==> src/rtl/sfr_pkg.sv <==
package sfr_pkg;
    localparam int DATA_W = 8;
    localparam int ADDR_W = 8;
    localparam int OFF_W  = ADDR_W - 1;
    localparam int PCH_W  = 5;
    localparam int DIRA_W = 5;
    localparam int PC_W   = PCH_W + DATA_W;

    // status bit positions
    localparam int ST_BANK = 5;
    localparam int ST_KEEP_HI = 4;

    localparam logic [OFF_W-1:0] OFF_IND    = 7'h00;
    localparam logic [OFF_W-1:0] OFF_OPTION = 7'h01;
    localparam logic [OFF_W-1:0] OFF_PCL    = 7'h02;
    localparam logic [OFF_W-1:0] OFF_STATUS = 7'h03;
    localparam logic [OFF_W-1:0] OFF_PTR    = 7'h04;
    localparam logic [OFF_W-1:0] OFF_DIRA   = 7'h05;
    localparam logic [OFF_W-1:0] OFF_DIRB   = 7'h06;
    localparam logic [OFF_W-1:0] OFF_PCLATH = 7'h0A;
    localparam logic [OFF_W-1:0] OFF_INTCTL = 7'h0B;

    localparam logic [DATA_W-1:0] STATUS_POR = 8'h18;

    typedef enum logic [3:0] {
        SEL_NONE, SEL_PCL, SEL_STATUS, SEL_PTR, SEL_PCLATH,
        SEL_INTCTL, SEL_OPTION, SEL_DIRA, SEL_DIRB
    } sfr_sel_e;

    typedef struct packed {
        logic [DATA_W-1:0] pcl;
        logic [DATA_W-1:0] status;
        logic [DATA_W-1:0] ptr;
        logic [PCH_W-1:0]  pclath;
        logic [DATA_W-1:0] intctl;
        logic [DATA_W-1:0] option;
        logic [DIRA_W-1:0] dira;
        logic [DATA_W-1:0] dirb;
        logic [PCH_W-1:0]  pc_hi;
    } sfr_state_t;
endpackage

==> src/rtl/sfr_addr_decode.sv <==
module sfr_addr_decode
    import sfr_pkg::*;
(
    input  logic [OFF_W-1:0]  off_i,
    input  logic              bank_i,
    input  logic [DATA_W-1:0] ptr_i,
    output sfr_sel_e          sel_o
);
    logic [ADDR_W-1:0] eff_addr;
    logic              bank_eff;
    logic [OFF_W-1:0]  off_eff;

    always_comb begin
        eff_addr = (off_i == OFF_IND) ? ptr_i : {bank_i, off_i};
        bank_eff = eff_addr[ADDR_W-1];
        off_eff  = eff_addr[OFF_W-1:0];
        sel_o    = SEL_NONE;
        if (off_eff != OFF_IND) begin
            case (off_eff)
                OFF_PCL:    sel_o = SEL_PCL;
                OFF_STATUS: sel_o = SEL_STATUS;
                OFF_PTR:    sel_o = SEL_PTR;
                OFF_PCLATH: sel_o = SEL_PCLATH;
                OFF_INTCTL: sel_o = SEL_INTCTL;
                default: begin
                    if (bank_eff) begin
                        case (off_eff)
                            OFF_OPTION: sel_o = SEL_OPTION;
                            OFF_DIRA:   sel_o = SEL_DIRA;
                            OFF_DIRB:   sel_o = SEL_DIRB;
                            default:    sel_o = SEL_NONE;
                        endcase
                    end
                end
            endcase
        end
    end
endmodule

==> src/rtl/sfr_regs.sv <==
module sfr_regs
    import sfr_pkg::*;
(
    input  logic              clk,
    input  logic              por_i,
    input  logic              ext_rst_i,
    input  logic              wr_en_i,
    input  sfr_sel_e          sel_i,
    input  logic [DATA_W-1:0] wr_data_i,
    input  logic              pc_load_i,
    output sfr_state_t        state_o
);
    sfr_state_t state_d, state_q;

    always_comb begin
        state_d = state_q;
        if (por_i) begin
            state_d        = '0;
            state_d.status = STATUS_POR;
            state_d.option = '1;
            state_d.dira   = '1;
            state_d.dirb   = '1;
        end else if (ext_rst_i) begin
            state_d.status = {{(DATA_W-ST_KEEP_HI-1){1'b0}}, state_q.status[ST_KEEP_HI:0]};
            state_d.intctl = {{(DATA_W-1){1'b0}}, state_q.intctl[0]};
            state_d.pcl    = '0;
            state_d.pclath = '0;
            state_d.pc_hi  = '0;
            state_d.option = '1;
            state_d.dira   = '1;
            state_d.dirb   = '1;
        end else begin
            if (wr_en_i) begin
                case (sel_i)
                    SEL_PCL:    state_d.pcl    = wr_data_i;
                    SEL_STATUS: state_d.status = wr_data_i;
                    SEL_PTR:    state_d.ptr    = wr_data_i;
                    SEL_PCLATH: state_d.pclath = wr_data_i[PCH_W-1:0];
                    SEL_INTCTL: state_d.intctl = wr_data_i;
                    SEL_OPTION: state_d.option = wr_data_i;
                    SEL_DIRA:   state_d.dira   = wr_data_i[DIRA_W-1:0];
                    SEL_DIRB:   state_d.dirb   = wr_data_i;
                    default:    state_d        = state_q;
                endcase
            end
            if (pc_load_i) state_d.pc_hi = state_q.pclath;
        end
    end

    always_ff @(posedge clk) begin
        state_q <= state_d;
    end

    assign state_o = state_q;


    ext_keep_chk: assert property (@(posedge clk) disable iff (por_i)
        ext_rst_i |=> (state_q.status[ST_KEEP_HI:0] == $past(state_q.status[ST_KEEP_HI:0]))
                      && (state_q.status[DATA_W-1:ST_KEEP_HI+1] == '0)
                      && (state_q.ptr == $past(state_q.ptr)));


    rst_over_wr_chk: assert property (@(posedge clk) disable iff (por_i)
        (ext_rst_i && (wr_en_i || pc_load_i)) |=> (state_q.pclath == '0) && (state_q.pc_hi == '0));


    pchi_hold_chk: assert property (@(posedge clk) disable iff (por_i)
        (!ext_rst_i && !pc_load_i) |=> $stable(state_q.pc_hi));


    pchi_load_chk: assert property (@(posedge clk) disable iff (por_i)
        (!ext_rst_i && pc_load_i) |=> (state_q.pc_hi == $past(state_q.pclath)));


    no_effect_chk: assert property (@(posedge clk) disable iff (por_i)
        (!ext_rst_i && !pc_load_i && (!wr_en_i || sel_i == SEL_NONE)) |=> $stable(state_q));
endmodule

==> src/rtl/sfr_read_mux.sv <==
module sfr_read_mux
    import sfr_pkg::*;
(
    input  sfr_sel_e          sel_i,
    input  sfr_state_t        state_i,
    output logic [DATA_W-1:0] rd_data_o
);
    always_comb begin
        case (sel_i)
            SEL_PCL:    rd_data_o = state_i.pcl;
            SEL_STATUS: rd_data_o = state_i.status;
            SEL_PTR:    rd_data_o = state_i.ptr;
            SEL_PCLATH: rd_data_o = {{(DATA_W-PCH_W){1'b0}}, state_i.pclath};
            SEL_INTCTL: rd_data_o = state_i.intctl;
            SEL_OPTION: rd_data_o = state_i.option;
            SEL_DIRA:   rd_data_o = {{(DATA_W-DIRA_W){1'b0}}, state_i.dira};
            SEL_DIRB:   rd_data_o = state_i.dirb;
            default:    rd_data_o = '0;
        endcase
    end
endmodule

==> src/rtl/banked_sfr_file.sv <==
module banked_sfr_file
    import sfr_pkg::*;
(
    input  logic              clk,
    input  logic              por_req,
    input  logic              pin_rst_req,
    input  logic              wdt_rst_req,
    input  logic [OFF_W-1:0]  addr,
    input  logic              wr_en,
    input  logic [DATA_W-1:0] wr_data,
    output logic [DATA_W-1:0] rd_data,
    input  logic              pc_load,
    output logic [PC_W-1:0]   pc_full
);
    sfr_state_t state;
    sfr_sel_e   sel;
    logic       ext_rst;

    assign ext_rst = pin_rst_req | wdt_rst_req;

    sfr_addr_decode u_decode (
        .off_i  (addr),
        .bank_i (state.status[ST_BANK]),
        .ptr_i  (state.ptr),
        .sel_o  (sel)
    );

    sfr_regs u_regs (
        .clk       (clk),
        .por_i     (por_req),
        .ext_rst_i (ext_rst),
        .wr_en_i   (wr_en),
        .sel_i     (sel),
        .wr_data_i (wr_data),
        .pc_load_i (pc_load),
        .state_o   (state)
    );

    sfr_read_mux u_rmux (
        .sel_i     (sel),
        .state_i   (state),
        .rd_data_o (rd_data)
    );

    assign pc_full = {state.pc_hi, state.pcl};


    null_read_chk: assert property (@(posedge clk) disable iff (por_req)
        ((addr == OFF_IND) && (state.ptr[OFF_W-1:0] == '0)) |-> (rd_data == '0));


    latch_upper_zero_chk: assert property (@(posedge clk) disable iff (por_req)
        (sel == SEL_PCLATH) |-> (rd_data[DATA_W-1:PCH_W] == '0));
endmodule

==> config.mk <==
export PLATFORM = sky130hd
export DESIGN_NAME = banked_sfr_file
export DESIGN_NICKNAME = d
export VERILOG_FILES = /design/src/rtl/sfr_pkg.sv /design/src/rtl/sfr_addr_decode.sv /design/src/rtl/sfr_regs.sv /design/src/rtl/sfr_read_mux.sv /design/src/rtl/banked_sfr_file.sv
export SDC_FILE = /design/constraint.sdc
export NUM_CORES = 1
export LEC_CHECK = 0
export BUFFER_PORTS_ARGS = -buffer_cell sky130_fd_sc_hd__buf_2
export CAP_MARGIN = 0
export CORE_AREA = 4 4 82 84
export DETAILED_ROUTE_END_ITERATION = 8
export DIE_AREA = 0 0 86 88
export PLACE_DENSITY_LB_ADDON = 0.25
export RECOVER_POWER = 50
export SLEW_MARGIN = 5
export SYNTH_ARGS = -nofsm -noshare
export SYNTH_HDL_FRONTEND = slang
export SYNTH_HIERARCHICAL = 1
export SYNTH_SLANG_ARGS = --single-unit
==> constraint.sdc <==
create_clock -name clk -period 4.5 [get_ports clk]
set_clock_uncertainty 0.15 [all_clocks]
set_input_delay 0.225 -clock clk [delete_from_list [all_inputs] [get_ports clk]]
set_output_delay 0.225 -clock clk [all_outputs]
set_load 0.005 [all_outputs]
==> metrics <==
area grow syn2layout=10.6%; post-CTS sizing=0; aggregate routed wire length=8250 um; WL met2=3860 um; CTS clock-pin slew for the worst setup and hold paths=0.07 ns; synth top area cells=sky130_fd_sc_hd__dfxtp_1 38%, sky130_fd_sc_hd__mux2i_1 20%, sky130_fd_sc_hd__nor2_1 5.0%; final core utilization=0.628; share of the synthesized netlist area taken by xor and xnor gates=0.00260; number of clock sinks seen by CTS=63; number of buffers on the longest clock path=2; highest fanout seen on the critical path=18; cell type of the slowest stage on the worst timing path=sky130_fd_sc_hd__or4_1; Leakage Power=0.00153 uW; clock buffers created by TritonCTS=9; leftover overflow at the end of global routing=0; GP Congestion=0.863; Post-CTS Setup Inserts=0; post-synthesis instance area=0.00336 sq mm; Post-Synth Simple-Gate Area=0.233; path category of the worst min-delay check=primary input to register; cell-by-cell listing of the critical path=or4_1 -> o21ai_0 -> nand2_1 -> a2111oi_0 -> clkbuf_1 -> nor3b_2 -> a22oi_1 -> o21a_1 -> o21ai_1 -> buf_2; M1 wire length=3850 um; Synth Instances=361; number of placed cells counting well taps=459; worst skew pair latency=0.34 ns; drc violations=0; final worst slack=0.605 ns; nature of the critical path endpoint=primary output; number of warnings issued by yosys=6; CTS tree=done; unrepaired setup endpoints after global routing=no; kind of launch point of the worst setup path=register; number of pins with negative max-slew slack in the final report=35; fraction of power consumed by the clock network=0.419; result of the run=finished with violations; proportion of layout cells with a drive suffix above 1=0.178; CP Data Required Time=4.12 ns; relative slew slack=-0.271; number of different library cells in the post-synthesis netlist=60; DP Area=0.00358 sq mm; Switching Fraction=0.241; number of fill cells=520; Layout Nets=416; Total Routing Usage GR=0.230; fraction of registers with async set or reset after synthesis=0; combinational family with the most area after synthesis=multiplexers; number of placement rows=28; post-synth top area share=0.375; DP HPWL=5950 um; slew of the pin with the lowest slew margin=1.91 ns; sequential-to-total area share from yosys stat=0.375; Max Freq=0.257 GHz; Total Die Area=0.00757 sq mm; period utilization=0.866; flip-flop count of the largest register after layout=63; Detailed Route Iter0 Violations=187; mean routed wirelength per cell=17.4 um; I/O Pins=42; First-pass DRT Iterations=5; Root Buffer=sky130_fd_sc_hd__clkbuf_8; leading cell types by count after synthesis=66 x sky130_fd_sc_hd__mux2i_1, 63 x sky130_fd_sc_hd__dfxtp_1, 45 x sky130_fd_sc_hd__nor2_1; Psw=256 uW; max-capacitance violation count=1; cts-stage hold buffer count=0; crit path kind=register to primary output; number of input and output port buffers inserted=41; H-tree depth reported by CTS=3; average cell area after synthesis=9.32 sq um; shortest clock period the worst path allows after layout=3.90 ns; first-pass GRT wire length=13500 um; TNS Setup=0 ns; fraction of the mapped netlist area in compound gates=0.111; top flip-flop cell by instance count after synthesis=sky130_fd_sc_hd__dfxtp_1; width of the die=86 um; count of flip-flops with a built-in enable after synthesis=0; detailed route wirelength on metal3=417 um; maximum number of pins on one net before global-route repair=35; Largest stage delay, worst path=0.57 ns; crit path buf inv count=2; floorplan die height=88 um; Cell Int Power=809 uW; power share of the combinational group=0.057; number of hold violations in the final report=0; count of inserted antenna diode cells=0; highest metal used=met4; number of antenna violations at the first check in global routing=0; area of all placed cells without fillers=0.00372 sq mm; Place WS=0.963 ns; remaining number of nets flagged by the antenna check after routing=0; vias per cell=5.75; net count after synthesis=382; portion of netlist area occupied by mux cells=0.238; via count=2730; flop and latch count out of synthesis=63; cell type contributing the most total cell area after synthesis=sky130_fd_sc_hd__dfxtp_1; post-layout instance count excluding filler cells=475; most numerous cell in the Yosys netlist=sky130_fd_sc_hd__mux2i_1; arrival time at the worst endpoint=3.52 ns; placeable core region=0.00592 sq mm; failing checks=capacitance limit, slew limit; power density over cell area=287 mW/mm^2; largest delay contributor family on the critical path=simple AND/OR/NAND/NOR gates; Post-Synth Adder-Cell Area=0; via count of the first global-routing pass=2686; setup violators final=0; maximum VDD drop=0.242 mV; Seq pwr share=0.523; initial core utilization=0.568
## area by class of cell
cell class	count	area (sq um)	share of cell area
Clock inverter	3	17.5	0.00471
Inverter	1	3.75	0.00101
Timing Repair Buffer	45	221	0.0596
Multi-Input combinational cell	275	1960	0.528
Clock buffer	13	159	0.0427
Tap cell	75	93.8	0.0252
Sequential cell	63	1260	0.339
## per-stage QoR
step | hold slack (ns) | total power, uW
finish | 0.0164 | 1070
global placement | 0.296 | 631
detailed placement | 0.304 | 632
CTS | 0.0136 | 1070
global route | 0.0278 | 1100
floorplan | 0.230 | 608
## placed cells by master (no fill, tap or decap), drive strengths merged, types with 2 or more instances in the layout
cell type,count
o21ai,6
clkinv,2
a22o,2
o21a,5
a22oi,19
buf,36
nand2,40
or4,3
a21o,2
nand3,2
o32ai,2
nor2,45
dfxtp,63
nor4,3
nand4,2
nor2b,7
and2,4
mux2i,66
nor3b,4
or2,2
a31oi,4
clkbuf,22
nor4b,2
nor3,3
nand2b,23
and3b,2
mux2,11
## power groups by stage
stage          Sequential (uW)  Combinational, uW  Clock, uW
2_1_floorplan              570               37.6          0
4_1_cts                    558               61.4        453
6_report                   558               61.2        447
5_1_grt                    557               67.0        478
3_3_place_gp               570               60.3          0
3_5_place_dp               570               61.1          0
## final timing paths
kind	depth (start not counted)	startpoint	end	slack (ns)
setup reg to reg	8	u_regs/state_o[42]	u_regs/state_o[25]	1.16
setup / recovery	10	u_regs/state_o[42]	rd_data[4]	0.60
hold reg to reg	2	u_regs/state_o[32]	u_regs/state_o[32]	0.32
hold / removal	3	wr_data[6]	u_regs/state_o[45]	0.02
## routing by layer
metal	vias to the layer above	GRT usage
li1	1350	-
met1	1294	0.315
met2	72	0.357
met3	14	0.0386
met4	0	0.102
met5	-	0
## kinds of logic after synthesis
family	count (synthesis)
and+or+nand+nor	147
muxes	77
DFF	63
AOI/OAI and AO/OA	50
buffers and inverters	23
xor gates and xnor gates	1
## worst register-to-register path, stage by stage, from the launching register on
cell and delay, ns:
sky130_fd_sc_hd__dfxtp_1 0.37, sky130_fd_sc_hd__or4_1 0.57, sky130_fd_sc_hd__o21ai_0 0.17, sky130_fd_sc_hd__nand2_1 0.08, sky130_fd_sc_hd__a2111oi_0 0.42, sky130_fd_sc_hd__clkbuf_1 0.57, sky130_fd_sc_hd__and3b_1 0.32, sky130_fd_sc_hd__and2_1 0.36
sky130_fd_sc_hd__mux2i_1 0.20
Note: power is estimated with default switching activity, not from simulation.
